### src/rtl/adc_seq_pkg.sv
package adc_seq_pkg;

    typedef enum logic [2:0] {
        S_OFF   = 3'd0,
        S_STBY  = 3'd1,
        S_ACQ   = 3'd2,
        S_CONV  = 3'd3,
        S_WAIT  = 3'd4,
        S_READ  = 3'd5
    } seq_state_e;

    function automatic logic is_idle(seq_state_e s);
        return (s == S_OFF) || (s == S_STBY);
    endfunction

endpackage

### src/rtl/adc_in_sync.sv
module adc_in_sync #(
    parameter int          W      = 3,
    parameter int          STAGES = 2,
    parameter logic [W-1:0] INIT  = '0
) (
    input  logic         clk,
    input  logic         rst_n,
    input  logic [W-1:0] async_in,
    output logic [W-1:0] sync_out,
    output logic [W-1:0] sync_prev
);
    typedef struct packed {
        logic [STAGES-1:0][W-1:0] chain;
        logic [W-1:0]             prev;
    } sync_regs_t;

    sync_regs_t r_d, r_q;

    always_comb begin
        r_d = r_q;
        r_d.chain[0] = async_in;
        for (int i = 1; i < STAGES; i++) begin
            r_d.chain[i] = r_q.chain[i-1];
        end
        r_d.prev = r_q.chain[STAGES-1];
    end

    always_ff @(posedge clk or negedge rst_n) begin
        if (!rst_n) begin
            for (int i = 0; i < STAGES; i++) begin
                r_q.chain[i] <= INIT;
            end
            r_q.prev <= INIT;
        end else begin
            r_q <= r_d;
        end
    end

    assign sync_out  = r_q.chain[STAGES-1];
    assign sync_prev = r_q.prev;

    // the history flop always carries the previous synchronized sample
    p_prev_tracks_r4: assert property (@(posedge clk) disable iff (!rst_n)
        1'b1 |=> sync_prev == $past(sync_out));
endmodule

### src/rtl/adc_conv_timer.sv
module adc_conv_timer #(
    parameter int CONV_CYCLES = 20
) (
    input  logic clk,
    input  logic rst_n,
    input  logic start,
    output logic busy,
    output logic done
);
    localparam int CW = (CONV_CYCLES > 2) ? $clog2(CONV_CYCLES) : 1;
    localparam logic [CW-1:0] LAST = CW'(CONV_CYCLES - 1);

    typedef struct packed {
        logic          run;
        logic [CW-1:0] cnt;
    } tmr_regs_t;

    tmr_regs_t t_d, t_q;

    always_comb begin
        t_d  = t_q;
        done = t_q.run && (t_q.cnt == LAST);
        if (start) begin
            t_d.run = 1'b1;
            t_d.cnt = '0;
        end else if (t_q.run) begin
            if (t_q.cnt == LAST) begin
                t_d.run = 1'b0;
            end else begin
                t_d.cnt = t_q.cnt + 1'b1;
            end
        end
    end

    always_ff @(posedge clk or negedge rst_n) begin
        if (!rst_n) begin
            t_q <= '0;
        end else begin
            t_q <= t_d;
        end
    end

    assign busy = t_q.run;

    // completion is a single-cycle pulse
    p_done_pulse_r4: assert property (@(posedge clk) disable iff (!rst_n)
        done && !start |=> !done);
    // counting starts fresh on every start request
    p_start_loads_r4: assert property (@(posedge clk) disable iff (!rst_n)
        start |=> busy);
endmodule

### src/rtl/adc_byte_port.sv
module adc_byte_port #(
    parameter int RES_W  = 14,
    parameter int BYTE_W = 8
) (
    input  logic              clk,
    input  logic              rst_n,
    input  logic              drive_en,
    input  logic              hi_sel,
    input  logic [RES_W-1:0]  word,
    output logic [BYTE_W-1:0] dout,
    output logic              oe
);
    localparam int HI_W = RES_W - BYTE_W;
    localparam int PAD  = BYTE_W - HI_W;

    typedef struct packed {
        logic              en;
        logic              hi;
        logic [BYTE_W-1:0] data;
    } port_regs_t;

    port_regs_t p_d, p_q;
    logic [BYTE_W-1:0] hi_byte;

    generate
        if (PAD > 0) begin : g_pad
            assign hi_byte = {{PAD{1'b0}}, word[RES_W-1:BYTE_W]};
        end else begin : g_nopad
            assign hi_byte = word[RES_W-1:BYTE_W];
        end
    endgenerate

    always_comb begin
        p_d    = p_q;
        p_d.en = drive_en;
        p_d.hi = hi_sel;
        if (drive_en) begin
            p_d.data = hi_sel ? hi_byte : word[BYTE_W-1:0];
        end else begin
            p_d.data = '0;
        end
    end

    always_ff @(posedge clk or negedge rst_n) begin
        if (!rst_n) begin
            p_q <= '0;
        end else begin
            p_q <= p_d;
        end
    end

    assign dout = p_q.data;
    assign oe   = p_q.en;

    // an undriven port shows all zeros
    p_idle_zero_r8: assert property (@(posedge clk) disable iff (!rst_n)
        !oe |-> dout == '0);
    // the upper byte has its unused top positions at zero
    p_upper_pad_r9: assert property (@(posedge clk) disable iff (!rst_n)
        oe && p_q.hi |-> dout[BYTE_W-1 -: PAD] == '0);
endmodule

### src/rtl/adc_seq_ctrl.sv
module adc_seq_ctrl
    import adc_seq_pkg::*;
#(
    parameter int RES_W       = 14,
    parameter int BYTE_W      = 8,
    parameter int CONV_CYCLES = 20,
    parameter int SYNC_STAGES = 2
) (
    input  logic              clk,
    input  logic              rst_n,
    input  logic              cs_n,
    input  logic              rd_cnv,
    input  logic              reset_req,
    input  logic              hi_byte_sel,
    input  logic [RES_W-1:0]  engine_result,
    output logic              eoc_n,
    output logic [BYTE_W-1:0] bus_dout,
    output logic              bus_oe,
    output logic              ref_on,
    output logic              sampling
);
    localparam int NSYNC = 3;
    localparam int I_CS  = 0;
    localparam int I_RC  = 1;
    localparam int I_RST = 2;
    localparam logic [NSYNC-1:0] SYNC_INIT = NSYNC'(1) << I_CS;

    logic [NSYNC-1:0] s_now, s_prev;
    logic cs_fall, cs_rise, rc_s, cs_high, blk_rst;
    logic tmr_start, tmr_busy, tmr_done;

    adc_in_sync #(
        .W      (NSYNC),
        .STAGES (SYNC_STAGES),
        .INIT   (SYNC_INIT)
    ) u_sync (
        .clk       (clk),
        .rst_n     (rst_n),
        .async_in  ({reset_req, rd_cnv, cs_n}),
        .sync_out  (s_now),
        .sync_prev (s_prev)
    );

    assign cs_high = s_now[I_CS];
    assign cs_fall = s_prev[I_CS] && !s_now[I_CS];
    assign cs_rise = !s_prev[I_CS] && s_now[I_CS];
    assign rc_s    = s_now[I_RC];
    assign blk_rst = s_now[I_RST] && cs_high;

    typedef struct packed {
        seq_state_e       st;
        logic             pd;
        logic             ref_en;
        logic             eoc_n;
        logic             samp;
        logic [RES_W-1:0] result;
    } ctrl_regs_t;

    ctrl_regs_t c_d, c_q;

    always_comb begin
        c_d       = c_q;
        tmr_start = 1'b0;
        if (blk_rst) begin
            c_d.st     = S_OFF;
            c_d.ref_en = 1'b0;
            c_d.eoc_n  = 1'b1;
            c_d.samp   = 1'b0;
        end else begin
            unique case (c_q.st)
                S_OFF, S_STBY: begin
                    if (cs_fall && !rc_s) begin
                        c_d.st     = S_ACQ;
                        c_d.ref_en = 1'b1;
                        c_d.samp   = 1'b1;
                    end
                end
                S_ACQ: begin
                    if (cs_fall) begin
                        c_d.st    = S_CONV;
                        c_d.pd    = rc_s;
                        c_d.samp  = 1'b0;
                        tmr_start = 1'b1;
                    end
                end
                S_CONV: begin
                    if (tmr_done) begin
                        c_d.st     = S_WAIT;
                        c_d.eoc_n  = 1'b0;
                        c_d.result = engine_result;
                        c_d.ref_en = !c_q.pd;
                    end
                end
                S_WAIT: begin
                    if (cs_fall && rc_s) begin
                        c_d.st = S_READ;
                    end
                end
                S_READ: begin
                    if (cs_rise) begin
                        c_d.st    = c_q.pd ? S_OFF : S_STBY;
                        c_d.eoc_n = 1'b1;
                    end
                end
                default: begin
                    c_d.st = S_OFF;
                end
            endcase
        end
    end

    always_ff @(posedge clk or negedge rst_n) begin
        if (!rst_n) begin
            c_q.st     <= S_OFF;
            c_q.pd     <= 1'b0;
            c_q.ref_en <= 1'b0;
            c_q.eoc_n  <= 1'b1;
            c_q.samp   <= 1'b0;
            c_q.result <= '0;
        end else begin
            c_q <= c_d;
        end
    end

    adc_conv_timer #(
        .CONV_CYCLES (CONV_CYCLES)
    ) u_timer (
        .clk   (clk),
        .rst_n (rst_n),
        .start (tmr_start),
        .busy  (tmr_busy),
        .done  (tmr_done)
    );

    adc_byte_port #(
        .RES_W  (RES_W),
        .BYTE_W (BYTE_W)
    ) u_port (
        .clk      (clk),
        .rst_n    (rst_n),
        .drive_en (c_q.st == S_READ),
        .hi_sel   (hi_byte_sel),
        .word     (c_q.result),
        .dout     (bus_dout),
        .oe       (bus_oe)
    );

    assign eoc_n    = c_q.eoc_n;
    assign ref_on   = c_q.ref_en;
    assign sampling = c_q.samp;

    // the port never drives while tracking or converting
    p_quiet_track_r8: assert property (@(posedge clk) disable iff (!rst_n)
        sampling || tmr_busy |-> !bus_oe);
    // a ready flag only ever follows a running conversion
    p_eoc_after_conv_r4: assert property (@(posedge clk) disable iff (!rst_n)
        $fell(eoc_n) |-> $past(c_q.st) == S_CONV);
    // shutdown choice turns the reference off once the result is ready
    p_shutdown_ref_r5: assert property (@(posedge clk) disable iff (!rst_n)
        $fell(eoc_n) && c_q.pd |-> !ref_on);
    // an edge with rd_cnv high does nothing while idle
    p_ignore_high_r3: assert property (@(posedge clk) disable iff (!rst_n)
        is_idle(c_q.st) && cs_fall && rc_s && !blk_rst |=> $stable(c_q.st) && !sampling);
    // the port drives only while a ready result is flagged
    p_oe_needs_eoc_r7: assert property (@(posedge clk) disable iff (!rst_n)
        bus_oe |-> !$past(eoc_n));
endmodule

### config.mk
export PLATFORM = sky130hd
export DESIGN_NAME = adc_seq_ctrl
export DESIGN_NICKNAME = d
export VERILOG_FILES = /design/src/rtl/adc_seq_pkg.sv /design/src/rtl/adc_in_sync.sv /design/src/rtl/adc_conv_timer.sv /design/src/rtl/adc_byte_port.sv /design/src/rtl/adc_seq_ctrl.sv
export SDC_FILE = /design/constraint.sdc
export NUM_CORES = 1
export LEC_CHECK = 0
export CORE_MARGIN = 2
export CORE_UTILIZATION = 52
export CTS_CLUSTER_SIZE = 28
export DETAILED_ROUTE_END_ITERATION = 16
export HOLD_SLACK_MARGIN = 0.15
export PLACE_DENSITY = 0.86
export SYNTH_ARGS = -nofsm -noshare
export SYNTH_HDL_FRONTEND = slang
export SYNTH_HIERARCHICAL = 1
export SYNTH_SLANG_ARGS = --single-unit
### constraint.sdc
create_clock -name clk -period 2.3 [get_ports clk]
set_input_delay 0.575 -clock clk [delete_from_list [all_inputs] [get_ports clk]]
set_output_delay 0.575 -clock clk [all_outputs]
set_load 0.01 [all_outputs]
==> metrics.cfg, run 1 <==
[floorplan]
ioPinCount=32
rows=21
initial_utilization=0.550
core_area_mm2=0.00342
die_w_um=64.1
die_y_um=64.1
die_area_mm2=0.00411

[timing]
finalClockSkew_ns=0.0132
fin_crit_sh=0.901
slew_headroom=0.579
final_max_slew_viol_count=0
hold_violations=0
fmax_ghz=0.483
period_minus_slack_ns=2.07
setup_viol=0
tightest_slew_ns=0.629
grt_setup_unrepaired=false
setup_slack_ns=0.228
final.setup.tns_ns=0

[finish]
fin_nets=197
drive_above_1_share=0.232
final_cells=223
final_cell_mix=dfrtp_1, clkdlybuf4s50_1, mux2_4
layout_commonest_cell=dfrtp_1
antenna-diode-count=0
fillers=262
area_growth_pct=20.6
final_cell_area_mm2=0.00227

[critical_path]
crit_path_end_kind=flop
worst-setup-path-type=reg2reg
crit_path_start=u_timer/t_q[0]
startpoint_type=flop
required_ns=2.55
timing.rr.start=u_timer/t_q[0]
cp.arrival_ns=2.32
critical_path.max_fanout=6

[power]
power_frac_clock=0.214
pwr-share-comb=0.237
p_sw_frac=0.303
p_switching_w=0.000544
internal-power_w=0.00125
peakVddDrop_v=0.000450
pwr-share-seq=0.549
powerDensity_mw_per_mm2=794
p_leak_nw=1.02

[clock_tree]
cts_made_buffers=5
clkLatencyLatePin_ns=0.35
ctsHoldBuffers=0
clock_path_buffers=2
cts-htree-levels=2
postCtsSetupBuffers=0
cts.sinks=43
clk_pin_slew_ns=0.13
cts_root_buffer=clkbuf_4
cts_tree=built
cts_resized=0

[drt]
vias_per_cell=5.26
drc_errors=0
wl_per_cell_um=14.8
drt-pass1-iter-count=4
vias=1174
initialDrtViolationCount=56
final_antenna_net_count=0
wirelength_mm=3.31

[status]
status=complete, no violations

[synth]
ys_warn_count=6
avgSynthCellArea_um2=13.1
syn_area_mm2=0.00188
synth_fp_nets=164
synth_cells=143

[flow_run]
cap_violations=0

[placement]
place_area_mm2=0.00220
preCtsSetupSlack_ns=0.266
port_buffers=31
dp.cells=215
place.gp.congestion=0.822
dp_hpwl_mm=2.42

[hold_path]
min-delay-path-class=in2async

[grt]
first_global_vias=1163
grt-ovfl-total=0
gr-usage-all-layers=0.177
grt_max_degree=44
antenna_found_initial=0
grt_pass1_wl_mm=5.48

power groups by stage:
stage          Sequential [W]  Clock (W)  Combinational, W
3_3_place_gp         0.000985          0          0.000404
3_5_place_dp          0.00100          0          0.000427
6_report             0.000988   0.000385          0.000426
2_1_floorplan        0.000944          0          0.000342
5_1_grt               0.00100   0.000436          0.000477
4_1_cts              0.000983   0.000402          0.000430
cell type report:
cell class,instances,area (um2),area share
sequential,43,1080,0.477
timing repair buffer,35,335,0.148
inverter,5,18.8,0.00828
tap,46,57.6,0.0254
clock inverter,1,8.76,0.00387
multi-input combinational,86,709,0.313
clock buffer,7,55.1,0.0243
path summary, 6_finish.rpt:
check / slack [ns] / cells past startpoint / to
setup / recovery: 0.23 / 7 / c_q[5]
min in group clk: 0.37 / 0 / u_sync/sync_out[0]
hold reg to reg: 0.37 / 0 / u_sync/sync_out[0]
hold / removal: 0.27 / 2 / c_q[10]
max in group asynchronous: 1.65 / 2 / u_sync/sync_prev[0]
setup reg to reg: 0.23 / 7 / c_q[5]
through the flow:
step	total power, W	utilization	hold slack (ns)
2_1_floorplan	0.00129	-	0.279
3_3_place_gp	0.00139	0.645	0.333
3_5_place_dp	0.00143	0.645	0.347
4_1_cts	0.00182	0.663	0.271
5_1_grt	0.00191	0.663	0.289
6_report	0.00180	0.663	0.267
sequential cells by signal (all words and copies together), names as in the netlist:
register	count
u_port/oe	1
eoc_n	1
ref_on	1
u_sync/sync_prev	1
sampling	1
u_timer/busy	1
u_sync/sync_out	3
u_timer/t_q	5
u_port/dout	8
u_sync/r_d	3
c_q	18
per-layer routing:
| metal | track usage | share of wire | up-vias |
|---|---|---|---|
| met5 | 0 | 0 | - |
| met4 | 0.0479 | 0.011 | 0 |
| met3 | 0.0563 | 0.042 | 5 |
| met2 | 0.281 | 0.51 | 28 |
| met1 | 0.235 | 0.43 | 582 |
| li1 | - | - | 559 |
worst max-delay path, cell delays in order (launching register included):
cell     delay [ns]
dfrtp_1        0.40
ha_1           0.23
nand2_1        0.12
nor2b_1        0.20
nand2_1        0.15
nor3_4         0.31
buf_4          0.23
mux2_2         0.34
Power figures use the tool's default switching activity.
==> run 2, diff against run 1 <==
CORE_UTILIZATION = 65   (was 52)
DONT_BUFFER_PORTS = 1   (was not set)
PLACE_DENSITY = 0.89   (was 0.86)
clock period = 2.65 ns   (was 2.3 ns; I/O delays follow)
==> run 2 against run 1 <==
Effect of this change: sequential cell count did not move; sequential power fell by 12%; utilization rose by 5.7 points.
==> metrics.cfg, run 2 (same netlist as run 1, synthesis figures left out) <==
[timing]
slew_headroom=0.539  ; was 0.579
finalClockSkew_ns=0.00960  ; was 0.0132 ns
grt_setup_unrepaired=false  ; unchanged
period_minus_slack_ns=1.97  ; was 2.07 ns
tightest_slew_ns=0.687  ; was 0.629 ns
final_max_slew_viol_count=0  ; unchanged
final.setup.tns_ns=0  ; unchanged
setup_viol=0  ; unchanged
setup_slack_ns=0.676  ; was 0.228 ns
hold_violations=0  ; unchanged
fmax_ghz=0.507  ; was 0.483 GHz
fin_crit_sh=0.745  ; was 0.901

[hold_path]
min_from=cs_n
whs_path_depth=0
min-delay-path-class=in2reg  ; was in2async
min_to=u_sync/r_d[6]

[status]
status=complete, no violations  ; unchanged

[clock_tree]
clkLatencyLatePin_ns=0.35  ; about the same
clock_path_buffers=2  ; unchanged
cts-htree-levels=2  ; unchanged
cts_tree=built  ; unchanged
cts_made_buffers=5  ; unchanged
clk_pin_slew_ns=0.12  ; was 0.13 ns
cts_root_buffer=clkbuf_4  ; unchanged
cts.sinks=43  ; unchanged

[critical_path]
timing.rr.start=u_timer/t_q[0]  ; unchanged
reg2reg_setup_slack_ns=0.68  ; was 0.23 ns
worst-setup-path-type=reg2reg  ; unchanged
reg2reg_to=c_q[1]  ; was c_q[5]
cp.arrival_ns=2.21  ; was 2.32 ns
crit_path_end_kind=flop  ; unchanged
reg2reg_depth=7  ; unchanged
startpoint_type=flop  ; unchanged
max_stage_delay_ns=0.42  ; was 0.40 ns
crit_path_start=u_timer/t_q[0]  ; unchanged
path_cells=ha_1 -> nand2_1 -> nor2b_1 -> nand2_1 -> nor3_4 -> buf_4 -> mux2_2  ; unchanged
required_ns=2.89  ; was 2.55 ns
crit_top_cell=nand2_1  ; unchanged
critPathSlowestCell=dfrtp_1  ; unchanged
critical_path.max_fanout=16  ; was 6

[placement]
port_buffers=0  ; was 31
preCtsSetupSlack_ns=0.752  ; was 0.266 ns
place.gp.congestion=0.850  ; was 0.822
dp_hpwl_mm=2.19  ; was 2.42 mm

[flow_run]
cap_violations=0  ; unchanged

[grt]
grt-ovfl-total=0  ; unchanged
first_global_vias=1105  ; was 1163
antenna_found_initial=0  ; unchanged
grt_max_degree=44  ; unchanged
grt_pass1_wl_mm=5.34  ; was 5.48 mm
gr-usage-all-layers=0.215  ; was 0.177

[drt]
vias=1070  ; was 1174
initialDrtViolationCount=21  ; was 56
vias_per_cell=6.08  ; was 5.26
drc_errors=0  ; unchanged
drt-pass1-iter-count=4  ; unchanged
wirelength_mm=3.12  ; was 3.31 mm
final_antenna_net_count=0  ; unchanged
wl_per_cell_um=17.7  ; was 14.8 um

[floorplan]
initial_utilization=0.681  ; was 0.550
die_area_mm2=0.00334  ; was 0.00411 mm2
ioPinCount=32  ; unchanged
rows=19  ; was 21
core_area_mm2=0.00276  ; was 0.00342 mm2
die_w_um=57.8  ; was 64.1 um
die_y_um=57.8  ; was 64.1 um

[finish]
fillers=186  ; was 262
drive_above_1_share=0.262  ; was 0.232
multi_input_comb_area_um2=709  ; unchanged
final_cell_mix=dfrtp_1, mux2_4, nor2b_1  ; was dfrtp_1, clkdlybuf4s50_1, mux2_4
antenna-diode-count=0  ; unchanged
area_growth_pct=5.73  ; was 20.6%
layout_commonest_cell=dfrtp_1  ; unchanged
regMostFlops=c_q  ; unchanged
regArea_mm2=0.00108  ; unchanged
largest_reg_flops=18  ; unchanged
fin_nets=165  ; was 197

[power]
peakVddDrop_v=0.000808  ; was 0.000450 V
p_leak_nw=0.915  ; was 1.02 nW
powerDensity_mw_per_mm2=844  ; was 794 mW/mm2

==> run 2: how the worst max path moves through the flow <==
stage | end
after floorplan | c_q[10]
after global placement | c_q[3]
after detailed placement | c_q[1]
after CTS | c_q[2]
after global routing | c_q[4]
final | c_q[1]
==> run 2: timing repair <==
action	CTS	global route
gates resized for setup	0	0
endpoints found under the hold margin	43	0
hold buffers	2	0
setup buffers	0	0
==> run 2: stage by stage <==
stage / cells / utilization / total power [W] / hold WS (ns) / area, um2
finish: 176 / 0.721 / 0.00168 / 0.301 / 1990
floorplan: 143 / - / 0.00112 / 0.331 / 1880
detailed placement: 166 / 0.673 / 0.00117 / 0.347 / 1860
global placement: 166 / 0.673 / 0.00114 / 0.333 / 1860
global route: 176 / 0.721 / 0.00177 / 0.261 / 1990
CTS: 176 / 0.721 / 0.00168 / 0.279 / 1990
==> run 2: cell type report <==
type | instances | area share
clock buffer | 6 | 0.0208
clock inverter | 2 | 0.0302
inverter | 5 | 0.00945
multi-input combinational | 86 | 0.357
sequential | 43 | 0.544
tap | 31 | 0.0195
timing repair buffer | 3 | 0.0189
==> run 2: worst max-delay path, delay by kind of cell (launching register included) <==
family        cells  cell delay (ns)
fa+ha+maj         1             0.22
buf+inv           1             0.28
flops             1             0.42
mux               1             0.37
simple gates      4             0.57
==> run 2: layer usage <==
| layer | up-vias | part of all wire | GRT usage |
|---|---|---|---|
| li1 | 495 | - | - |
| met1 | 539 | 0.42 | 0.297 |
| met2 | 28 | 0.52 | 0.326 |
| met3 | 8 | 0.039 | 0.0603 |
| met4 | 0 | 0.022 | 0.0897 |
| met5 | - | 0 | 0 |
==> run 2: where the power goes <==
group | internal, W | leakage (nW) | switching, W | total (W)
clock | 0.000294 | 0.0525 | 0.000204 | 0.000498
combinational | 0.000164 | 0.303 | 0.000150 | 0.000314
sequential | 0.000751 | 0.559 | 0.000113 | 0.000865
